File: src/rtl/ling_pkg.sv
package ling_pkg;
    localparam int GRP_BITS = 4;

    typedef struct packed {
        logic hg;   // group pseudo-generate
        logic tg;   // group transmit product
    } grp_pair_t;
endpackage

File: src/rtl/ling_bit_cells.sv
module ling_bit_cells #(
    parameter int WIDTH = 32
) (
    input  logic [WIDTH-1:0] a_in,
    input  logic [WIDTH-1:0] b_in,
    output logic [WIDTH-1:0] gen_o,
    output logic [WIDTH-1:0] prop_o,
    output logic [WIDTH-1:0] trans_o
);
    for (genvar i = 0; i < WIDTH; i++) begin : g_bit
        assign gen_o[i]   = a_in[i] & b_in[i];
        assign prop_o[i]  = a_in[i] ^ b_in[i];
        assign trans_o[i] = a_in[i] | b_in[i];
    end
endmodule

File: src/rtl/ling_group.sv
module ling_group
    import ling_pkg::*;
(
    input  logic [GRP_BITS-1:0] gen_i,
    input  logic [GRP_BITS-1:0] trans_i,
    input  logic                trans_below,
    input  logic                h_in,
    output logic [GRP_BITS-1:0] h_bits,
    output grp_pair_t           pair_o
);
    logic [GRP_BITS:1] loc_h;
    logic [GRP_BITS:1] loc_t;

    // H(b+k) = local pseudo-generate | transmit chain & H(b)
    always_comb begin
        for (int k = 1; k <= GRP_BITS; k++) begin
            logic acc;
            logic chain;
            acc   = 1'b0;
            chain = 1'b1;
            for (int m = k - 1; m >= 0; m--) begin
                acc   = acc | (chain & gen_i[m]);
                chain = chain & ((m == 0) ? trans_below : trans_i[m-1]);
            end
            loc_h[k] = acc;
            loc_t[k] = chain;
        end
    end

    always_comb begin
        h_bits[0] = h_in;
        for (int k = 1; k < GRP_BITS; k++) begin
            h_bits[k] = loc_h[k] | (loc_t[k] & h_in);
        end
        pair_o.hg = loc_h[GRP_BITS];
        pair_o.tg = loc_t[GRP_BITS];
    end
endmodule

File: src/rtl/ling_lookahead.sv
module ling_lookahead
    import ling_pkg::*;
#(
    parameter int NGRP = 8
) (
    input  grp_pair_t [NGRP-1:0] pairs_i,
    input  logic                 h_base,
    output logic [NGRP:0]        h_bound
);
    // flat second-level lookahead: every boundary from all lower groups
    always_comb begin
        h_bound[0] = h_base;
        for (int j = 0; j < NGRP; j++) begin
            logic acc;
            logic chain;
            acc   = 1'b0;
            chain = 1'b1;
            for (int k = j; k >= 0; k--) begin
                acc   = acc | (chain & pairs_i[k].hg);
                chain = chain & pairs_i[k].tg;
            end
            h_bound[j+1] = acc | (chain & h_base);
        end
    end
endmodule

File: src/rtl/ling_sum.sv
module ling_sum #(
    parameter int WIDTH = 32
) (
    input  logic [WIDTH-1:0] prop_i,
    input  logic [WIDTH-1:0] trans_i,
    input  logic [WIDTH:0]   pseudo_i,
    output logic [WIDTH-1:0] sum_o,
    output logic             cout_o
);
    logic [WIDTH-1:0] real_c;

    for (genvar i = 0; i < WIDTH; i++) begin : g_rec
        if (i == 0) begin : g_low
            assign real_c[i] = pseudo_i[0];
        end else begin : g_up
            assign real_c[i] = trans_i[i-1] & pseudo_i[i];
        end
        assign sum_o[i] = prop_i[i] ^ real_c[i];
    end

    assign cout_o = trans_i[WIDTH-1] & pseudo_i[WIDTH];
endmodule

File: src/rtl/ling_adder.sv
module ling_adder
    import ling_pkg::*;
#(
    parameter int WIDTH = 32
) (
    input  logic [WIDTH-1:0] op_a,
    input  logic [WIDTH-1:0] op_b,
    input  logic             carry_in,
    output logic [WIDTH-1:0] sum_out,
    output logic             carry_out
);
    localparam int NGRP = WIDTH / GRP_BITS;

    logic [WIDTH-1:0] bit_g;
    logic [WIDTH-1:0] bit_p;
    logic [WIDTH-1:0] bit_t;
    logic [WIDTH:0]   pseudo_h;
    logic [NGRP:0]    h_bound;
    grp_pair_t [NGRP-1:0] grp_pairs;

    ling_bit_cells #(.WIDTH(WIDTH)) u_bits (
        .a_in    (op_a),
        .b_in    (op_b),
        .gen_o   (bit_g),
        .prop_o  (bit_p),
        .trans_o (bit_t)
    );

    for (genvar j = 0; j < NGRP; j++) begin : g_grp
        logic t_below;
        if (j == 0) begin : g_first
            assign t_below = 1'b1;
        end else begin : g_rest
            assign t_below = bit_t[j*GRP_BITS-1];
        end
        ling_group u_grp (
            .gen_i       (bit_g[j*GRP_BITS +: GRP_BITS]),
            .trans_i     (bit_t[j*GRP_BITS +: GRP_BITS]),
            .trans_below (t_below),
            .h_in        (h_bound[j]),
            .h_bits      (pseudo_h[j*GRP_BITS +: GRP_BITS]),
            .pair_o      (grp_pairs[j])
        );
    end

    assign pseudo_h[WIDTH] = h_bound[NGRP];

    ling_lookahead #(.NGRP(NGRP)) u_look (
        .pairs_i (grp_pairs),
        .h_base  (carry_in),
        .h_bound (h_bound)
    );

    ling_sum #(.WIDTH(WIDTH)) u_sum (
        .prop_i   (bit_p),
        .trans_i  (bit_t),
        .pseudo_i (pseudo_h),
        .sum_o    (sum_out),
        .cout_o   (carry_out)
    );
endmodule

File: config.mk
export PLATFORM = sky130hd
export DESIGN_NAME = ling_adder
export DESIGN_NICKNAME = d
export VERILOG_FILES = /design/src/rtl/ling_pkg.sv /design/src/rtl/ling_bit_cells.sv /design/src/rtl/ling_group.sv /design/src/rtl/ling_lookahead.sv /design/src/rtl/ling_sum.sv /design/src/rtl/ling_adder.sv
export SDC_FILE = /design/constraint.sdc
export NUM_CORES = 1
export LEC_CHECK = 0
export BUFFER_PORTS_ARGS = -buffer_cell sky130_fd_sc_hd__buf_4
export CAP_MARGIN = 25
export CORE_MARGIN = 10
export CORE_UTILIZATION = 57
export DETAILED_ROUTE_END_ITERATION = 6
export PLACE_DENSITY = 0.9
export SLEW_MARGIN = 20
export SYNTH_ARGS = -nofsm -noshare
export SYNTH_HDL_FRONTEND = slang
export SYNTH_SLANG_ARGS = --single-unit
File: constraint.sdc
create_clock -name vclk -period 6.2
set_input_delay 0.31 -clock vclk [all_inputs]
set_output_delay 0.31 -clock vclk [all_outputs]
set_load 0.005 [all_outputs]
; ---- Yosys cells after proc, flatten, opt, wreduce, memory -nomap -nowiden
; Cells that the tools add are included.
[word_totals]
ff_bits = 0
latch_bits = 0
ram_bits = 0
mem_bits_ro = 0
wordCells = 441
memories = 0
[classes]
addsub = 0
mul = 0
n_div = 0
n_lt_le_gt_ge = 0
eq_ne = 0
shift = 0
muxes = 0
bitwise = 441
n_reduce_logical = 0
[ops]
columns = operator, n
row1 = bitwise AND 1 bit, 237
row2 = OR 1 bit, 140
row3 = bitwise XOR 1 bit, 64

; ---- Logic depth before layout (Yosys ltp)
[depth]
ltp_word = 17
ltp_mapped = 10

; ---- Modules after synthesis
; From an unflattened synthesis, not the netlist that was laid out.
[hier_totals]
cells_unflattened = 330
area_unflattened_um2 = 2208.4
[modules_own_cells]
columns = mod, n_inst, cells_each, area_per_inst_um2
row1 = ling_bit_cells, 1, 160, 1161.1
row2 = ling_group, 8, 11, 65.1
row3 = ling_sum, 1, 64, 402.9
row4 = ling_lookahead, 1, 17, 120.1
row5 = ling_adder, 1, 1, 3.8

; ---- Least setup slack after synthesis
; No wires, ideal clock.
[synth_path]
kind = input to output
from = in op_a[1]
to = out sum_out[25]
arrival_ns = 2.351
path_slack_ns = 3.539
path_stages = 10
cell_sequence = inv_1 -> ha_1 -> or2_0 -> a221o_1 -> a21o_1 -> a2bb2oi_2 -> a21oi_1 -> nor2_1 -> fa_1 -> xnor2_1
[synth_between]
elab_chain_len = 12
elab_cells_between_ends = 17
[synth_lines]
columns = element, line_no
row1 = "start, declared", ling_adder.sv:6  ; input logic [WIDTH-1:0] op_a,
row2 = OR 1 bit, ling_bit_cells.sv:13  ; assign trans_o[i] = a_in[i] | b_in[i];
row3 = bitwise AND 1 bit, ling_group.sv:23  ; chain = chain & ((m == 0) ? trans_below : trans_i[m-1]);
row4 = "bitwise AND 1 bit, on equally long branches", "ling_group.sv:22, ling_group.sv:23"
row5 = OR 1 bit / bitwise AND 1 bit (equally long branches), ling_group.sv:22  ; acc = acc | (chain & gen_i[m]);
row6 = OR 1 bit, ling_group.sv:22
row7 = bitwise AND 1 bit, ling_lookahead.sv:19  ; acc = acc | (chain & pairs_i[k].hg);
row8 = OR 1 bit, ling_lookahead.sv:19
row9 = OR 1 bit (*), ling_lookahead.sv:22  ; h_bound[j+1] = acc | (chain & h_base);
row10 = bitwise AND 1 bit (*), ling_group.sv:33  ; h_bits[k] = loc_h[k] | (loc_t[k] & h_in);
row11 = OR 1 bit (*), ling_group.sv:33
row12 = bitwise AND 1 bit (*), ling_sum.sv:16  ; assign real_c[i] = trans_i[i-1] & pseudo_i[i];
row13 = bitwise XOR 1 bit (*), ling_sum.sv:18  ; assign sum_o[i] = prop_i[i] ^ real_c[i];
row14 = "end, declared", ling_adder.sv:9  ; output logic [WIDTH-1:0] sum_out,
; Every way passes the cells marked *; elsewhere a longest branch is shown, timed or not.

; ---- Worst setup path in the final report
[layout_path]
from = in op_a[12]
to = out sum_out[25]
[layout_between]
elab_chain_len = 14
elab_cells_between_ends = 24
[layout_lines]
columns = element, line_no
row1 = OR 1 bit, ling_bit_cells.sv:13
row2 = bitwise AND 1 bit, ling_group.sv:23
row3 = bitwise AND 1 bit, ling_group.sv:22
row4 = OR 1 bit, ling_group.sv:22
row5 = bitwise AND 1 bit, ling_lookahead.sv:19
row6 = OR 1 bit (4 in a row), ling_lookahead.sv:19
row7 = OR 1 bit (*), ling_lookahead.sv:22
row8 = bitwise AND 1 bit (*), ling_group.sv:33
row9 = OR 1 bit (*), ling_group.sv:33
row10 = bitwise AND 1 bit (*), ling_sum.sv:16
row11 = bitwise XOR 1 bit (*), ling_sum.sv:18
; Marked as above.

==> run_results.csv <==
group,metric,value,unit
status,status,"completed",
final_layout,clockBufferCount,0,
sta,fmax,309.8,MHz
grt,grt_max_degree,11,
worst_setup_path,cp_slowest_cell,"nor4_1",
grt,track_usage,18.21,%
final_layout,fillCellCount,353,
min_path,holdCritPathClass,"in2out",
grt,first_global_vias,2769,
placed_design,place.gp.congestion,0.8082,
sta,finalCriticalPeriod,3.228,ns
sta,hold_viol,0,
placed_design,portBuffers,98,
floorplan,die_x,88.35,um
sta,maxSlewViolCount,0,
detailed_routing,drc_errors,0,
final_layout,diodes,0,
final_layout,area_growth,29.93,%
power,power_density,93.27,nW/um2
synthesis,synthTopCellsByCount,"ha_1 (80), inv_1 (79), nor2_1 (39), nor3_1 (17), a21oi_1 (13)",
final_layout,multi_input_area,2362,um2
sta,rsz0062_at_grt,"false",
min_path,worstHoldStart,"carry_in",
synthesis,ys_seq_area_share,0,%
synthesis,synth_largest_area_cell,"ha_1",
synthesis,netlist_area,2663,um2
clocking,cts_resized,0,
sta,fin_setup_tns,0,ns
grt,grt_first_pass_wirelength,12320,um
floorplan,die_area,7805,um2
worst_setup_path,crit_required,5.89,ns
synthesis,synth_top_area_share,37.59,%
worst_setup_path,path_max_fanout,10,
final_layout,ff_latch_area,0,um2
floorplan,initial_core_util,59.91,%
final_layout,nNetsFinal,610,
power,power,322.7,uW
power,ir_drop,0.00006007,V
floorplan,die_h,88.35,um
synthesis,syn-num-nets,511,
grt,antenna_found_initial,0,
synthesis,syn_inst,358,
worst_setup_path,critPathKind,"in2out",
clocking,cts_setup_buffers,0,
detailed_routing,wirelength,7219,um
power,p_leak,0.001972,uW
sta,fin_crit_sh,52.06,%
floorplan,core-area,4444,um2
worst_setup_path,cp.arrival,2.92,ns
grt,overflow,0,
worst_setup_path,startpoint_type,"primary input",
synthesis,synth_most_common_cell,"ha_1",
detailed_routing,first_iter_violations,127,
detailed_routing,ant_nets,0,
detailed_routing,routed_via_density,5.385,
worst_setup_path,crit_top_cell,"buf_4",
worst_setup_path,critPathCaptureType,"output pin",
flow_run,drv_cap,0,
sta,worst_slack,2.972,ns
placed_design,dp_hpwl,6613,um
detailed_routing,post_drt_wl_per_cell,14.24,um
synthesis,syn-mean-instance-area,7.437,um2
synthesis,yosysWarnings,0,
clocking,holdBufCountCts,0,
detailed_routing,num_vias,2730,
floorplan,io_pins,98,
sta,worst_pin_slew,0.7389,ns
placed_design,pre_cts_ws,2.965,ns
synthesis,synth.area.top_cells,"ha_1 (38%), inv_1 (11%), fa_1 (6.0%)",
synthesis,synth_cell_types,53,
final_layout,flops_and_latches,0,
floorplan,rows,24,
worst_setup_path,setup.worst_path.start,"op_a[12]",
worst_setup_path,critPathMaxStageDelay,0.67,ns
worst_setup_path,path_cells,"buf_4, inv_1, ha_1, nor4_1, and2_1, nand2_1, a2bb2oi_2, a21oi_1, nor2_1, fa_1, xnor2_1, buf_4",
detailed_routing,dr.pass1.iters,4,
sta,slew_headroom,50.29,%
final_layout,drive_above_1_share,24.18,%
sta,finalSetupViolCount,0,
[layout by cell type (no fill, tap or decap), types with 4 or more instances in the layout]
master	netlist	routed
a211oi_1	9	9
a21o_1	5	5
a21oi_1	13	13
and2_1	4	4
buf_4	0	98
fa_1	8	8
ha_1	80	80
inv_1	79	79
nand2_1	11	11
nand2b_1	5	5
nor2_1	39	39
nor2b_1	5	5
nor3_1	17	17
nor4_1	5	5
o21ai_0	10	10
xnor2_1	6	6
xor2_1	11	11
[critical path, delay by kind of cell]
family | cells | cell delay, ns
buffers and inverters | 3 | 0.29
adder cells (fa/ha/maj) | 2 | 0.62
XOR/XNOR | 1 | 0.20
AND/OR/NAND/NOR | 4 | 1.09
AO/OA/AOI/OAI | 2 | 0.39
[stage by stage]
| step | utilization, % | hold slack (ns) | area (um2) | instances |
|---|---|---|---|---|
| global placement | 77.84 | 0.9769 | 3460 | 507 |
| floorplan | - | 0.7692 | 2663 | 358 |
| detailed placement | 77.84 | 0.9744 | 3460 | 507 |
| CTS | 77.84 | 0.9884 | 3460 | 507 |
| finish | 77.84 | 0.9881 | 3460 | 507 |
| global route | 77.84 | 1.001 | 3460 | 507 |
[final timing paths]
path	end	slack [ns]	depth (start not counted)
worst min-delay path	sum_out[0]	0.99	3
worst max-delay path	sum_out[25]	2.97	12
[power by group]
group	internal [uW]	leakage, uW	total (uW)	switching, uW
Combinational	168	0.00197	323	155
Clock	0	0	0	0
Sequential	0	0	0	0
[cells by family after synthesis]
| kind of cell | Yosys count | synth area share (%) |
|---|---|---|
| fa+ha+maj | 88 | 43.61 |
| xor+xnor | 17 | 5.592 |
| compound gates | 69 | 19.83 |
| buf+inv | 80 | 11.28 |
| simple gates | 102 | 18.89 |
| mux | 2 | 0.7989 |
[per-layer routing]
| layer | part of all wire [%] | GRT usage, % |
|---|---|---|
| met1 | 41 | 21.05 |
| met2 | 51 | 34.76 |
| met3 | 7.1 | 3.309 |
| met4 | 1.1 | 1.909 |
| met5 | 0 | 0 |
[area by class of cell]
| class | instances | area share [%] |
|---|---|---|
| Multi-Input combinational cell | 278 | 68.28 |
| Timing Repair Buffer | 98 | 21.27 |
| Inverter | 79 | 8.571 |
| Tap cell | 52 | 1.881 |
No activity file was read; power rests on OpenSTA's default activity.
